<file path="config.mk">
export PLATFORM = sky130hd
export DESIGN_NAME = uart_tx_cts
export DESIGN_NICKNAME = d
export VERILOG_FILES = /design/src/rtl/uart_tx_pkg.sv /design/src/rtl/uart_tx_store.sv /design/src/rtl/uart_tx_serializer.sv /design/src/rtl/uart_tx_launch.sv /design/src/rtl/uart_tx_cts.sv
export SDC_FILE = /design/constraint.sdc
export NUM_CORES = 1
export LEC_CHECK = 0
export BUFFER_PORTS_ARGS = -buffer_cell sky130_fd_sc_hd__buf_2
export CAP_MARGIN = 20
export CORE_ASPECT_RATIO = 1.75
export CORE_MARGIN = 4
export CORE_UTILIZATION = 55
export CTS_BUF_LIST = sky130_fd_sc_hd__clkbuf_16
export DETAILED_ROUTE_END_ITERATION = 16
export PLACE_DENSITY = 0.84
export SLEW_MARGIN = 20
export SYNTH_ARGS = -nofsm -noshare
export SYNTH_HDL_FRONTEND = slang
export SYNTH_HIERARCHICAL = 1
export SYNTH_SLANG_ARGS = --single-unit
</file>
<file path="constraint.sdc">
create_clock -name clk -period 4.7 [get_ports clk]
set_input_delay 0.235 -clock clk [delete_from_list [all_inputs] [get_ports clk]]
set_output_delay 0.235 -clock clk [all_outputs]
set_load 0.02 [all_outputs]
</file>
<file path="src/rtl/uart_tx_pkg.sv">
package uart_tx_pkg;

   typedef enum logic [0:0] {
      SER_IDLE = 1'b0,
      SER_RUN  = 1'b1
   } ser_state_e;

   localparam int unsigned FRAME_EXTRA_BITS = 2;

endpackage

</file>
<file path="src/rtl/uart_tx_store.sv">
module uart_tx_store #(
   parameter int unsigned DATA_W = 8,
   parameter int unsigned DEPTH  = 16
) (
   input  logic              clk,
   input  logic              rst_n,
   input  logic              flush,
   input  logic              single_mode,
   input  logic              push_req,
   input  logic [DATA_W-1:0] push_data,
   input  logic              pop,
   output logic [DATA_W-1:0] head_data,
   output logic              is_empty,
   output logic              can_accept
);

   localparam int unsigned PTR_W   = $clog2(DEPTH);
   localparam int unsigned CNT_W   = $clog2(DEPTH + 1);
   localparam bit          IS_POW2 = (DEPTH & (DEPTH - 1)) == 0;
   localparam logic [CNT_W-1:0] FULL_CNT = CNT_W'(DEPTH);
   localparam logic [PTR_W-1:0] LAST_PTR = PTR_W'(DEPTH - 1);

   logic [DATA_W-1:0] mem [DEPTH];
   logic [PTR_W-1:0]  wr_ptr, rd_ptr, wr_nxt, rd_nxt;
   logic [CNT_W-1:0]  count;
   logic              cap_hit, accept, take;

   generate
      if (IS_POW2) begin : g_wrap_free
         assign wr_nxt = wr_ptr + 1'b1;
         assign rd_nxt = rd_ptr + 1'b1;
      end else begin : g_wrap_cmp
         assign wr_nxt = (wr_ptr == LAST_PTR) ? '0 : wr_ptr + 1'b1;
         assign rd_nxt = (rd_ptr == LAST_PTR) ? '0 : rd_ptr + 1'b1;
      end
   endgenerate

   assign is_empty   = (count == '0);
   assign cap_hit    = single_mode ? !is_empty : (count == FULL_CNT);
   assign can_accept = !cap_hit;
   assign accept     = push_req && !cap_hit && !flush;
   assign take       = pop && !is_empty && !flush;
   assign head_data  = mem[rd_ptr];

   always_ff @(posedge clk) begin
      if (accept) mem[wr_ptr] <= push_data;
   end

   always_ff @(posedge clk or negedge rst_n) begin
      if (!rst_n) begin
         wr_ptr <= '0;
         rd_ptr <= '0;
         count  <= '0;
      end else if (flush) begin
         wr_ptr <= '0;
         rd_ptr <= '0;
         count  <= '0;
      end else begin
         if (accept) wr_ptr <= wr_nxt;
         if (take)   rd_ptr <= rd_nxt;
         case ({accept, take})
            2'b10:   count <= count + 1'b1;
            2'b01:   count <= count - 1'b1;
            default: count <= count;
         endcase
      end
   end

endmodule

</file>
<file path="src/rtl/uart_tx_serializer.sv">
module uart_tx_serializer
   import uart_tx_pkg::*;
#(
   parameter int unsigned DATA_W = 8,
   parameter int unsigned OVS    = 16
) (
   input  logic              clk,
   input  logic              rst_n,
   input  logic              tick,
   input  logic              start,
   input  logic [DATA_W-1:0] start_data,
   output logic              busy,
   output logic              txd
);

   localparam int unsigned FRAME_BITS = DATA_W + FRAME_EXTRA_BITS;
   localparam int unsigned TCNT_W     = $clog2(OVS);
   localparam int unsigned BCNT_W     = $clog2(FRAME_BITS);
   localparam logic [TCNT_W-1:0] TCNT_LAST = TCNT_W'(OVS - 1);
   localparam logic [BCNT_W-1:0] BCNT_LAST = BCNT_W'(FRAME_BITS - 1);

   ser_state_e            state;
   logic [FRAME_BITS-1:0] shreg;
   logic [TCNT_W-1:0]     tcnt;
   logic [BCNT_W-1:0]     bcnt;

   assign busy = (state == SER_RUN);
   assign txd  = busy ? shreg[0] : 1'b1;

   always_ff @(posedge clk or negedge rst_n) begin
      if (!rst_n) begin
         state <= SER_IDLE;
         shreg <= '1;
         tcnt  <= '0;
         bcnt  <= '0;
      end else if (state == SER_IDLE) begin
         if (start) begin
            state <= SER_RUN;
            shreg <= {1'b1, start_data, 1'b0};
            tcnt  <= '0;
            bcnt  <= '0;
         end
      end else if (tick) begin
         if (tcnt == TCNT_LAST) begin
            tcnt <= '0;
            if (bcnt == BCNT_LAST) begin
               state <= SER_IDLE;
            end else begin
               bcnt  <= bcnt + 1'b1;
               shreg <= {1'b1, shreg[FRAME_BITS-1:1]};
            end
         end else begin
            tcnt <= tcnt + 1'b1;
         end
      end
   end

endmodule

</file>
<file path="src/rtl/uart_tx_launch.sv">
module uart_tx_launch (
   input  logic fifo_en,
   input  logic auto_cts_en,
   input  logic cts,
   input  logic store_empty,
   input  logic ser_busy,
   output logic launch
);

   logic paced;
   logic peer_ok;

   assign paced   = fifo_en && auto_cts_en;
   assign peer_ok = !paced || cts;
   assign launch  = !store_empty && !ser_busy && peer_ok;

endmodule

</file>
<file path="src/rtl/uart_tx_cts.sv">
module uart_tx_cts #(
   parameter int unsigned DATA_W     = 8,
   parameter int unsigned FIFO_DEPTH = 16,
   parameter int unsigned OVS        = 16
) (
   input  logic              clk,
   input  logic              rst_n,
   input  logic              wr_en,
   input  logic [DATA_W-1:0] wr_data,
   input  logic              tick16,
   input  logic              fifo_en,
   input  logic              auto_cts_en,
   input  logic              flush,
   input  logic              cts,
   output logic              txd,
   output logic              dma_tx_ready,
   output logic              hold_empty,
   output logic              shift_empty
);

   generate
      if (FIFO_DEPTH < 2) begin : g_bad_depth
         $error("uart_tx_cts: FIFO_DEPTH must be at least 2");
      end
      if (OVS < 2) begin : g_bad_ovs
         $error("uart_tx_cts: OVS must be at least 2");
      end
      if (DATA_W < 5 || DATA_W > 9) begin : g_bad_width
         $error("uart_tx_cts: DATA_W must be 5 to 9");
      end
   endgenerate

   logic [DATA_W-1:0] head_data;
   logic              store_empty;
   logic              launch;
   logic              ser_busy;

   uart_tx_store #(
      .DATA_W (DATA_W),
      .DEPTH  (FIFO_DEPTH)
   ) store_i (
      .clk         (clk),
      .rst_n       (rst_n),
      .flush       (flush),
      .single_mode (!fifo_en),
      .push_req    (wr_en),
      .push_data   (wr_data),
      .pop         (launch),
      .head_data   (head_data),
      .is_empty    (store_empty),
      .can_accept  (dma_tx_ready)
   );

   uart_tx_launch launch_i (
      .fifo_en     (fifo_en),
      .auto_cts_en (auto_cts_en),
      .cts         (cts),
      .store_empty (store_empty),
      .ser_busy    (ser_busy),
      .launch      (launch)
   );

   uart_tx_serializer #(
      .DATA_W (DATA_W),
      .OVS    (OVS)
   ) ser_i (
      .clk        (clk),
      .rst_n      (rst_n),
      .tick       (tick16),
      .start      (launch),
      .start_data (head_data),
      .busy       (ser_busy),
      .txd        (txd)
   );

   assign hold_empty  = store_empty;
   assign shift_empty = store_empty && !ser_busy;

endmodule

</file>
==> results of run 1 <==
per-layer routing:
metal | wire length (µm) | vias up
met5 | 0 | -
met4 | 413 | 0
met3 | 495 | 27
met2 | 7190 | 103
met1 | 4780 | 1784
li1 | - | 1543
cell type report:
type,count,area share [%]
clock buffer,17,5.58
clock inverter,15,2.21
inverter,9,0.443
multi-input combinational,193,26.7
sequential,159,60.7
tap,165,2.71
timing repair buffer,22,1.58
metrics by stage:
step / area [µm²] / utilization (%)
after floorplan: 6790 / -
after global placement: 7020 / 58.2
after detailed placement: 7020 / 58.2
after CTS: 7630 / 63.2
after global routing: 7630 / 63.2
final: 7630 / 63.2
worst max path at each step:
stage / to / from / cells past startpoint / slack (ps)
detailed placement: store_i/count[4] / store_i/count[1] / 12 / 800
global route: store_i/count[4] / store_i/count[1] / 12 / 540
finish: store_i/count[4] / store_i/count[1] / 12 / 740
CTS: store_i/count[4] / store_i/count[1] / 12 / 790
global placement: store_i/count[4] / store_i/count[1] / 12 / 950
floorplan: store_i/count[4] / store_i/count[1] / 13 / 990
power groups by stage:
stage	combinational [W]	sequential, W	clock [W]
floorplan	0.000238	0.00170	0
global placement	0.000287	0.00172	0
detailed placement	0.000301	0.00173	0
CTS	0.000305	0.00170	0.00138
global route	0.000334	0.00171	0.00144
finish	0.000303	0.00170	0.00135
cell families (layout without fill, tap and decap cells):
family / after synthesis / after routing / synth area share (%)
simple gates: 89 / 89 / 7.02
buf+inv: 26 / 63 / 1.81
flops: 159 / 159 / 68.2
mux: 49 / 49 / 14.8
compound gates: 35 / 35 / 5.12
fa+ha+maj: 10 / 10 / 1.84
xor+xnor: 10 / 10 / 1.29
flip-flops by register name, summed over array words and instances, names as in the netlist:
signal / cells
ser_i/bcnt: 4
ser_i/busy: 1
ser_i/shreg: 9
ser_i/tcnt: 4
store_i/count: 5
store_i/mem: 128
store_i/rd_ptr: 4
store_i/wr_ptr: 4
repair_timing:
action | 4_1_cts | 5_1_grt
hold buffers | 1 | 0
hold endpoints to repair | 22 | 0
buffers inserted | 0 | 0
resized for setup | 0 | 0
critical path: stages, from the launching register on:
cell	delay, ps
dfrtp_1	530
or4_4	220
nor2_1	70
a311oi_2	640
or2b_1	310
or3_1	390
nand2_1	130
xor2_1	110
ha_1	240
or3_2	410
a221o_1	340
a21oi_2	160
mux2_4	300
layout by cell type (no fill, tap or decap), types with 10 or more instances in the layout:
cell and instances:
clkbuf_16 17, ha_1 10, dfrtp_1 21, nand2_1 14, buf_2 19, edfxtp_1 128
mux4_2 40, nand2b_1 11, nor2_1 37
==> impl_metrics.toml, run 1 <==
[logic_synthesis]
seq_area_frac_synth_pct = 68.2
syn_inst = 378
synth_edf_count = 128
syn_avg_cell_area_um2 = 18.0
synth_top_cell_by_area = "edfxtp_1"
synth_most_common_cell = "edfxtp_1"
synthFlopType = "edfxtp_1"
netlist_top_cells_area = "edfxtp_1, mux4_2, dfrtp_1, dfstp_2, nor2_1"
synth_cell_types = 59
ys_ff_latch = 159
synthTopCellsByCount = "edfxtp_1, mux4_2, nor2_1"
synth_warnings = 6
synth_nets = 404
synth_top_area_share_pct = 56.6
synthArstFlopShare_pct = 19.5
netlist_area_mm2 = 0.00679

[cts]
cts_max_level = 4
clock_latency_ps = 420
cts_root_buffer = "clkbuf_16"
numClockSinks = 159
max-clock-path-buffers = 2
cts_tree = "built"
clkTransAtPathRegs_ps = 70
cts_buffers = 17

[die]
io_pins = 20
initial_core_util_pct = 56.3
num_rows = 53
coreArea_mm2 = 0.0121
dieArea_mm2 = 0.0143
die_w_um = 92.0
die_h_um = 155

[timing]
drv_slew = 0
holdWs_ps = 186
period_share_pct = 84.2
setup-violations-final = 0
setup_ws_ps = 743
fin_skew_ps = 7.42
setup_tns_ps = 0
hold_violations = 0
final.min_clock_period_ps = 3960
max_freq_ghz = 0.253
rsz0062_at_grt = "no"
worst_pin_slew_ps = 1000
relSlewSlack_pct = 33.0

[power_and_ir_drop]
power_w = 0.00336
cellPowerDensity_mw_per_mm2 = 440
pwr-share-comb_pct = 9.0
power_leakage_nw = 2.56
power_switching_share_pct = 24.6
internal_power_w = 0.00253
power_frac_seq_pct = 50.7
power_switching_w = 0.000826
ir_worst_vdd_mv = 0.333
p_clk_share_pct = 40.2

[critical_path]
end_kind = "flop"
r2r_setup_slack_ps = 740
crit_fanout = 9
reg2reg_depth = 12
r2r-end = "store_i/count[4]"
cp.arrival_ps = 4270
cp-start-kind = "flop"
r2r-start = "store_i/count[1]"
path_class = "reg -> reg"
worst_ep_required_time_ps = 5010

[layout]
final_nets = 428
layout.cells.non_filler = 580
num_antenna_cells = 0
area_growth_pct = 12.3
multi_input_area_mm2 = 0.00204
drive_gt1_share_pct = 30.8
regArea_mm2 = 0.00463
n_fill_cell = 837

[worst_hold_path]
hold_class = "in -> reg"
hp-start = "wr_data[1]"
worst_hold_path.num_cells = 1
min_to = "store_i/mem[15][1]"

[drt]
drc = 0
vias = 3457
drt-initial-drc-count = 351
drtAntennaViolNets = 0
drt-wirelength-per-cell_um = 22.2
vias_per_cell = 5.96
dr.pass1.iters = 4
routed_wirelength_um = 12900

[global_route]
grt_usage_pct = 19.9
grt_max_degree = 36
grt_pass1_wl_um = 20800
gr-total-overflow = 0
grt-busiest-layer = "met2"
use_met2_pct = 34.8
grt_pass1_vias = 3674
antenna_found_initial = 0
grtUsageMet3_pct = 4.31
use_met1_pct = 23.4

[outcome]
outcome = "completed"

[placement]
placed_cells = 547
dp_hpwl_um = 8630
port_buffers = 19
routabilityCongestion = 0.835
dp_slack_ps = 805

[job]
drv_cap = 0
No activity file was read; power rests on OpenSTA's default activity.
==> run 2, diff against run 1 <==
- clock period: 4.7 -> 3.8 ns (I/O delays scaled with it)
==> impl_metrics.toml, run 2 (same netlist as run 1, synthesis figures left out) <==
[critical_path]
cp-start-kind = "flop"
worst_ep_required_time_ps = 4110
crit_fanout = 9
cp.arrival_ps = 3870
end_kind = "flop"
r2r_setup_slack_ps = 240
reg2reg_depth = 12
r2r-end = "store_i/count[4]"
r2r-start = "store_i/count[2]"
path_class = "reg -> reg"

[placement]
port_buffers = 19
routabilityCongestion = 0.861
dp_hpwl_um = 8240
dp_slack_ps = 222

[drt]
routed_wirelength_um = 12800
drc = 0
drt-wirelength-per-cell_um = 21.6
dr.pass1.iters = 4
vias_per_cell = 5.91
drt-initial-drc-count = 305
vias = 3493
drtAntennaViolNets = 0

[worst_hold_path]
worst_hold_path.num_cells = 1
hold_class = "in -> reg"
min_to = "store_i/mem[9][6]"
hp-start = "wr_data[6]"

[timing]
hold_violations = 0
rsz0062_at_grt = "no"
fin_skew_ps = 9.84
max_freq_ghz = 0.281
worst_pin_slew_ps = 910
period_share_pct = 93.6
setup_tns_ps = 0
final.min_clock_period_ps = 3560
relSlewSlack_pct = 39.1
drv_slew = 0
setup_ws_ps = 243
setup-violations-final = 0

[die]
io_pins = 20
coreArea_mm2 = 0.0121
num_rows = 53
die_h_um = 155
dieArea_mm2 = 0.0143
initial_core_util_pct = 56.3
die_w_um = 92.0

[cts]
cts_root_buffer = "clkbuf_16"
clock_latency_ps = 420
max-clock-path-buffers = 2
clkTransAtPathRegs_ps = 70
cts_tree = "built"
numClockSinks = 159
cts_buffers = 17
cts_max_level = 4

[global_route]
grt_usage_pct = 19.6
antenna_found_initial = 0
grt_pass1_wl_um = 20600
grt_pass1_vias = 3683
grt_max_degree = 36
gr-total-overflow = 0

[power_and_ir_drop]
ir_worst_vdd_mv = 0.353
power_leakage_nw = 2.64
cellPowerDensity_mw_per_mm2 = 552

[layout]
drive_gt1_share_pct = 32.9
num_antenna_cells = 0
final_nets = 439
largest_reg_flops = 128
final_common_cell = "edfxtp_1"
final_cell_mix = "edfxtp_1, mux4_2, nor2_1, dfrtp_1, buf_2"
top_register = "store_i/mem"
reg.largest.list = "store_i/mem x128, ser_i/shreg x9, store_i/count x5"
area_growth_pct = 14.3

[outcome]
outcome = "completed"

[job]
drv_cap = 0
[run 2: metrics by stage]
stage	utilization, %	cell area, µm²	hold WS (ps)	total power (W)	instances
after floorplan	-	6790	-106	0.00240	378
after global placement	59.0	7120	261	0.00249	558
after detailed placement	59.0	7120	274	0.00251	558
after CTS	64.3	7760	133	0.00431	591
after global routing	64.4	7770	145	0.00445	591
final	64.4	7770	143	0.00429	591
[run 2: worst max-delay path by stage]
stage	startpoint	to	slack (ps)	cells after the start
floorplan	store_i/count[1]	store_i/count[4]	90	13
global placement	store_i/count[1]	store_i/count[4]	360	12
detailed placement	store_i/count[1]	store_i/count[4]	220	12
CTS	store_i/count[1]	store_i/count[4]	190	12
global route	store_i/count[1]	store_i/count[4]	50	12
finish	store_i/count[2]	store_i/count[4]	240	12
[run 2: routing by layer]
metal / track usage [%] / part of all wire, % / vias to the layer above
li1: - / - / 1559
met1: 23.4 / 38 / 1824
met2: 34.5 / 56 / 93
met3: 3.97 / 2.9 / 17
met4: 8.15 / 2.5 / 0
met5: 0 / 0 / -
[run 2: area by class of cell]
| class | count | area, µm² |
|---|---|---|
| sequential | 159 | 4630 |
| fill | 823 | 4300 |
| multi-input combinational | 193 | 2040 |
| clock buffer | 17 | 425 |
| timing repair buffer | 33 | 215 |
| clock inverter | 15 | 213 |
| tap | 165 | 206 |
| inverter | 9 | 33.8 |
[run 2: worst max-delay path, cell delays in order (launching register included)]
cell      delay [ps]
dfrtp_1          550
or4_4            220
nor2_2            50
a311oi_2         290
or2b_1           280
or3_1            390
nand2_1          130
xor2_1            90
ha_1             230
or3_2            420
a221o_1          320
a21oi_2          150
mux2_4           300
[run 2: power by group]
part | leakage (nW) | internal, W | switching, W | total [W]
Combinational | 0.796 | 0.000188 | 0.000202 | 0.000390
Sequential | 1.54 | 0.00201 | 0.0000799 | 0.00209
Clock | 0.307 | 0.00107 | 0.000737 | 0.00181
Total | 2.64 | 0.00327 | 0.00102 | 0.00429
[run 2: repair_timing]
item | in CTS | in global routing
endpoints found under the setup margin | 0 | 1
resized for setup | 0 | 1
hold buffers | 1 | 0
buffers inserted | 0 | 0
endpoints found under the hold margin | 22 | 0
